**config.mk**
```make
export PLATFORM = sky130hd
export DESIGN_NAME = keyMatchEngine
export DESIGN_NICKNAME = d
export VERILOG_FILES = /design/src/rtl/keyMatchPkg.sv /design/src/rtl/kmControl.sv /design/src/rtl/kmDatapath.sv /design/src/rtl/keyMatchEngine.sv
export SDC_FILE = /design/constraint.sdc
export NUM_CORES = 2
export LEC_CHECK = 0
export CAP_MARGIN = 20
export CORE_ASPECT_RATIO = 0.7
export CORE_MARGIN = 4
export CORE_UTILIZATION = 25
export DETAILED_ROUTE_END_ITERATION = 12
export GPL_ROUTABILITY_DRIVEN = 0
export PLACE_DENSITY = 0.36
export SLEW_MARGIN = 20
export SYNTH_ARGS = -nofsm -noshare
export SYNTH_HDL_FRONTEND = slang
export SYNTH_SLANG_ARGS = --single-unit
```
**constraint.sdc**
```tcl
create_clock -name clk -period 7.6 [get_ports clk]
set_input_delay 1.52 -clock clk [delete_from_list [all_inputs] [get_ports clk]]
set_output_delay 1.52 -clock clk [all_outputs]
set_load 0.05 [all_outputs]
```
**src/rtl/keyMatchPkg.sv**
```systemverilog
package keyMatchPkg;
  localparam int KEY_W = 32;

  // strobes from control to datapath
  typedef struct packed {
    logic loadKey;
    logic issue;
    logic writeTable;
    logic clearTable;
  } kmCtl_t;
endpackage

```
**src/rtl/kmControl.sv**
```systemverilog
module kmControl
  import keyMatchPkg::*;
#(
  parameter int ROWS  = 16,
  parameter int ROW_W = 4
) (
  input  logic             clk,
  input  logic             rstN,
  input  logic             fifoEmpty,
  input  logic             wrReq,
  input  logic             clrReq,
  input  logic             finish,
  output kmCtl_t           ctl,
  output logic [ROW_W-1:0] row,
  output logic             busy
);
  typedef enum logic {S_IDLE, S_SCAN} state_t;
  state_t state;
  logic   allIssued;

  always_comb begin
    busy           = (state == S_SCAN);
    ctl.loadKey    = !busy && !fifoEmpty;
    ctl.issue      = busy && !finish && !allIssued;
    ctl.writeTable = wrReq && !busy;
    ctl.clearTable = clrReq && !busy;
  end

  always_ff @(posedge clk) begin
    if (!rstN) begin
      state     <= S_IDLE;
      row       <= '0;
      allIssued <= 1'b0;
    end else begin
      case (state)
        S_IDLE: if (ctl.loadKey) begin
          state     <= S_SCAN;
          row       <= '0;
          allIssued <= 1'b0;
        end
        default: begin
          if (finish) state <= S_IDLE;
          else if (ctl.issue) begin
            if (row == ROW_W'(ROWS - 1)) allIssued <= 1'b1;
            else row <= row + 1'b1;
          end
        end
      endcase
    end
  end
endmodule

```
**src/rtl/kmDatapath.sv**
```systemverilog
module kmDatapath
  import keyMatchPkg::*;
#(
  parameter int NUM_ENTRIES = 64,
  parameter int LANES       = 4,
  parameter int ROWS        = 16,
  parameter int ROW_W       = 4,
  parameter int LANE_W      = 2
) (
  input  logic                    clk,
  input  logic                    rstN,
  input  kmCtl_t                  ctl,
  input  logic [ROW_W-1:0]        row,
  input  logic [KEY_W-1:0]        fifoData,
  input  logic [ROW_W+LANE_W-1:0] wrAddr,
  input  logic [KEY_W-1:0]        wrData,
  output logic                    finish,
  output logic                    srchDone,
  output logic                    matchFlag,
  output logic [31:0]             matchIdx
);
  logic [KEY_W-1:0]  keyReg;
  logic [LANES-1:0]  eqNow, hitVec;
  logic [ROW_W-1:0]  rdRow, cmpRow;
  logic              rdValid, cmpValid, anyHit;
  logic [LANE_W-1:0] firstLane;
  logic              addrOk;

  assign addrOk = 32'(wrAddr) < NUM_ENTRIES;

  always_ff @(posedge clk)
    if (ctl.loadKey) keyReg <= fifoData;

  // one bank per lane: memory, valid bits, registered read
  for (genvar l = 0; l < LANES; l++) begin : g_lane
    logic [KEY_W-1:0] mem [ROWS];
    logic [ROWS-1:0]  vbits;
    logic [KEY_W-1:0] rdWord;
    logic             rdVal;
    logic             laneWe;

    assign laneWe = ctl.writeTable && addrOk &&
                    (wrAddr[LANE_W-1:0] == LANE_W'(l));

    always_ff @(posedge clk) begin
      if (laneWe) mem[wrAddr[ROW_W+LANE_W-1:LANE_W]] <= wrData;
      if (ctl.issue) begin
        rdWord <= mem[row];
        rdVal  <= vbits[row];
      end
    end

    always_ff @(posedge clk) begin
      if (!rstN || ctl.clearTable) vbits <= '0;
      else if (laneWe) vbits[wrAddr[ROW_W+LANE_W-1:LANE_W]] <= 1'b1;
    end

    assign eqNow[l] = rdVal && (rdWord == keyReg);
  end

  // read stage and compare stage bookkeeping
  always_ff @(posedge clk) begin
    if (!rstN) begin
      rdValid  <= 1'b0;
      cmpValid <= 1'b0;
      hitVec   <= '0;
      rdRow    <= '0;
      cmpRow   <= '0;
    end else begin
      rdValid  <= ctl.issue;
      rdRow    <= row;
      cmpValid <= rdValid && !finish;
      cmpRow   <= rdRow;
      hitVec   <= eqNow & {LANES{rdValid}};
    end
  end

  // lowest lane wins
  always_comb begin
    firstLane = '0;
    for (int l = LANES - 1; l >= 0; l--)
      if (hitVec[l]) firstLane = LANE_W'(l);
  end

  assign anyHit = |hitVec;
  assign finish = cmpValid && (anyHit || cmpRow == ROW_W'(ROWS - 1));

  always_ff @(posedge clk) begin
    if (!rstN) begin
      srchDone  <= 1'b0;
      matchFlag <= 1'b0;
      matchIdx  <= '0;
    end else begin
      srchDone <= finish;
      if (finish) begin
        matchFlag <= anyHit;
        matchIdx  <= anyHit ? 32'({cmpRow, firstLane}) : 32'd0;
      end
    end
  end
endmodule

```
**src/rtl/keyMatchEngine.sv**
```systemverilog
module keyMatchEngine
  import keyMatchPkg::*;
#(
  parameter int NUM_ENTRIES = 64,
  parameter int LANES       = 4,   // power of two, at least 2
  localparam int LANE_W     = $clog2(LANES),
  localparam int ROWS       = (NUM_ENTRIES + LANES - 1) / LANES,
  localparam int ROW_W      = (ROWS > 1) ? $clog2(ROWS) : 1,
  localparam int IDX_W      = ROW_W + LANE_W
) (
  input  logic             clk,
  input  logic             rstN,
  input  logic             fifoEmpty,
  input  logic [31:0]      fifoData,
  output logic             fifoRdEn,
  input  logic             tblWrEn,
  input  logic [IDX_W-1:0] tblWrAddr,
  input  logic [31:0]      tblWrData,
  input  logic             tblClear,
  output logic             tblWait,
  output logic             srchDone,
  output logic             matchFlag,
  output logic [31:0]      matchIdx
);
  kmCtl_t           ctl;
  logic [ROW_W-1:0] row;
  logic             finish;

  kmControl #(.ROWS(ROWS), .ROW_W(ROW_W)) u_ctl (
    .clk(clk), .rstN(rstN), .fifoEmpty(fifoEmpty), .wrReq(tblWrEn),
    .clrReq(tblClear), .finish(finish), .ctl(ctl), .row(row), .busy(tblWait)
  );

  kmDatapath #(.NUM_ENTRIES(NUM_ENTRIES), .LANES(LANES), .ROWS(ROWS),
               .ROW_W(ROW_W), .LANE_W(LANE_W)) u_dp (
    .clk(clk), .rstN(rstN), .ctl(ctl), .row(row), .fifoData(fifoData),
    .wrAddr(tblWrAddr), .wrData(tblWrData), .finish(finish),
    .srchDone(srchDone), .matchFlag(matchFlag), .matchIdx(matchIdx)
  );

  assign fifoRdEn = ctl.loadKey;
endmodule

```
==> impl_metrics.py <==
metrics = {
    "outcome": {
        "status": "finished clean",
    },
    "finish": {
        "design_area_sq_um": 102000,
        "num-nets-final": 4095,
        "fillCellCount": 33800,
        "layout_commonest_cell": "sky130_fd_sc_hd__edfxtp_1",
        "layout-drive-gt1-share": 0.281,
        "area_delta_synth_final_pct": 16.9,
        "mostFrequentLayoutCells": "2,212 x sky130_fd_sc_hd__edfxtp_1, 605 x sky130_fd_sc_hd__mux4_2, 233 x sky130_fd_sc_hd__clkbuf_16",
    },
    "worst_setup_path": {
        "crit_type": "in -> out",
        "regToRegStartpoint": "u_ctl.row[0]$_SDFFE_PN0P_",
        "cp.required_ps": 6080,
        "crit_path_frequent_cell": "sky130_fd_sc_hd__clkdlybuf4s50_1",
        "crit_slowest_cell": "sky130_fd_sc_hd__clkdlybuf4s50_1",
        "worstPathCellList": "clkdlybuf4s50_1 -> nor2_4 -> clkdlybuf4s50_1",
        "critPathArrivalTime_ps": 2960,
        "start_kind": "primary input",
        "timing.critical_path.to_type": "primary output",
        "reg2regPathDepth": 5,
        "rrSetupSlack_ps": 4030,
        "critical-path-max-stage-delay_ps": 830,
        "path_max_fanout": 2,
        "worst_r2r_endpoint": "u_dp.g_lane[0].rdWord[9]$_DFFE_PP_",
    },
    "clocking": {
        "clock-sinks": 2304,
        "cts-root-buf": "sky130_fd_sc_hd__clkbuf_16",
        "cts_tree": "built",
        "postCtsSetupBuffers": 0,
        "cts_inserted_buffers": 230,
        "holdBufCountCts": 0,
        "clk_transition_reported_paths_ps": 60,
        "htree_levels": 4,
        "clk_latency_worst_skew_pair_ps": 880,
        "post_cts.resized_instances": 0,
        "ctsLongestPathBuffers": 4,
    },
    "synth": {
        "syn-cell-area_sq_um": 87200,
        "synth_top_flop_cell": "sky130_fd_sc_hd__edfxtp_1",
        "synth_enable_flop_cells": 2212,
        "postSynth.asyncResetShare": 0,
        "synth-seq-area-share": 0.782,
        "per_instance_average_area_after_synthesis_sq_um": 23.3,
        "synthCells": 3738,
        "ys.warnings.count": 0,
        "ys_ff_latch": 2304,
        "synth_cell_type_count": 43,
    },
    "drt": {
        "post_dr_wirelength_cell_um": 30.0,
        "firstDrtPassIters": 5,
        "detail_route.iter0.violations": 4283,
        "drc_errors": 0,
        "routed_wl_um": 267000,
        "vias_per_cell": 4.49,
        "final_antenna_net_count": 0,
        "detailroute.via_count": 39800,
    },
    "placement": {
        "hpwlAfterDp_um": 144000,
        "placement.cell_area_sq_um": 94600,
        "numPortBuffers": 84,
    },
    "die": {
        "die_y_um": 502,
        "fp-row-count": 181,
        "num_io_pins": 111,
        "die_width_um": 714,
        "initial_utilization": 0.251,
        "design.die.area_sq_um": 359000,
        "coreArea_sq_um": 347000,
    },
    "pwr": {
        "power.ir.vdd_worst_v": 0.000155,
        "powerDensity_nw_per_um2": 263,
        "cellLeakagePower_nw": 29.9,
    },
    "worst_hold_path": {
        "min_from": "u_dp.rdRow[2]$_SDFF_PN0_",
        "timing.hold.worst_endpoint": "u_dp.cmpRow[2]$_SDFF_PN0_",
        "classification_of_the_worst_slack_hold_path": "reg -> reg",
        "timing.hold.worst_path_depth": 1,
    },
    "run": {
        "total_of_max_cap_violations": 0,
    },
    "timing": {
        "finalCritPeriodShare": 0.589,
        "worst_pin_slew_ps": 1210,
        "max_freq_mhz": 223,
        "number_of_max_slew_violations_in_the_final_report": 0,
        "rsz0062_at_grt": "no",
        "setup_violations": 0,
        "worst_slew_margin_rel": 0.196,
        "finClkSkew_ps": 38.2,
        "report.final.hold_viol_count": 0,
        "timing.setup.tns_ps": 0,
        "fin_crit_ps": 4480,
    },
    "grt": {
        "grt_max_degree": 99,
        "grt_pass1_vias": 40800,
        "grt_util_all_layers": 0.146,
        "grt_first_pass_wirelength_um": 363000,
        "number_of_antenna_violations_at_the_first_check_in_global_routing": 23,
        "globalRoute.totalOverflow": 0,
    },
}
## report_power, final
group,switching [mW],internal [mW]
Combinational,0.783,0.459
Sequential,0.127,14.0
Clock,4.94,6.45
Total,5.85,20.9
## per-layer routing
metal  track usage  wire, um
met5             0         0
met4        0.0250      4550
met3        0.0175     11600
met2         0.225    120000
met1         0.224    131000
## sequential cells by signal (all words and copies together), names as in the netlist
name                count
u_dp.rdValid            1
u_dp.g_lane.rdWord    128
u_ctl.allIssued         1
u_dp.g_lane.mem      2048
u_dp.matchIdx           6
u_dp.hitVec             4
u_dp.g_lane.vbits      64
u_dp.rdRow              4
u_dp.matchFlag          1
u_dp.srchDone           1
u_ctl.row               4
u_dp.cmpRow             4
u_dp.keyReg            32
u_dp.cmpValid           1
u_dp.g_lane.rdVal       4
u_ctl.busy              1
## metrics by stage
stage | setup slack (ps) | hold WS (ps) | util | cells | total power [mW]
after floorplan | 1340 | 412 | - | 3763 | 15.0
after global placement | 2890 | 416 | 0.272 | 8453 | 15.7
after detailed placement | 2840 | 419 | 0.272 | 8453 | 15.7
after CTS | 3120 | 434 | 0.293 | 8869 | 27.2
after global routing | 3110 | 442 | 0.293 | 8869 | 27.8
final | 3120 | 433 | 0.293 | 8877 | 26.8
## synth_stat cells (all sizes together), types with 2 or more instances
cell type  number  area [sq um]
xnor2          64           561
nor4           16           100
nor3b           6          45.0
edfxtp       2212         66400
o21a           65           488
mux4          605         13600
inv             5          18.8
a21boi          2          15.0
nand2          17          63.8
nor3            5          25.0
nand4          24           150
nor2           69           259
nand3          11          55.1
a211oi         55           413
clkbuf         77           289
dfxtp          92          1840
and2            8          51.3
a21oi          61           305
a22oi           5          37.5
nor2b          67           419
xor2           64           561
buf           134           759
mux2i          55           551
or4             4          30.0
## worst max-delay path by stage
stage / startpoint / to
finish: fifoEmpty / fifoRdEn
global route: fifoEmpty / fifoRdEn
CTS: fifoEmpty / fifoRdEn
detailed placement: tblWrAddr[5] / u_dp.g_lane[1].mem[11][6]$_DFFE_PP_
global placement: tblWrAddr[5] / u_dp.g_lane[1].mem[11][4]$_DFFE_PP_
floorplan: u_ctl.busy$_SDFF_PN0_ / u_ctl.row[2]$_SDFFE_PN0P_
## cell type report
class	instances	area [sq um]	area share
sequential	2304	68300	0.670
tap	4666	5840	0.0573
clock buffer	297	6170	0.0605
clock inverter	119	1150	0.0113
antenna	8	20.0	0.000196
inverter	5	18.8	0.000184
timing repair buffer	235	1980	0.0194
multi-input combinational	1243	18500	0.182
## critical path, delay by kind of cell
kind | cells | cell delay [ps]
buf+inv | 2 | 1280
simple gates | 1 | 150
## kinds of logic after synthesis
kind of cell | Yosys count | share of synthesized area
XOR/XNOR | 128 | 0.0128
other | 1 | 0.0000430
flip-flops | 2304 | 0.782
buffers and inverters | 216 | 0.0122
multiplexers | 660 | 0.162
AO/OA/AOI/OAI | 195 | 0.0155
AND/OR/NAND/NOR | 233 | 0.0143
adder cells (fa/ha/maj) | 1 | 0.000143
Power figures use the tool's default switching activity.
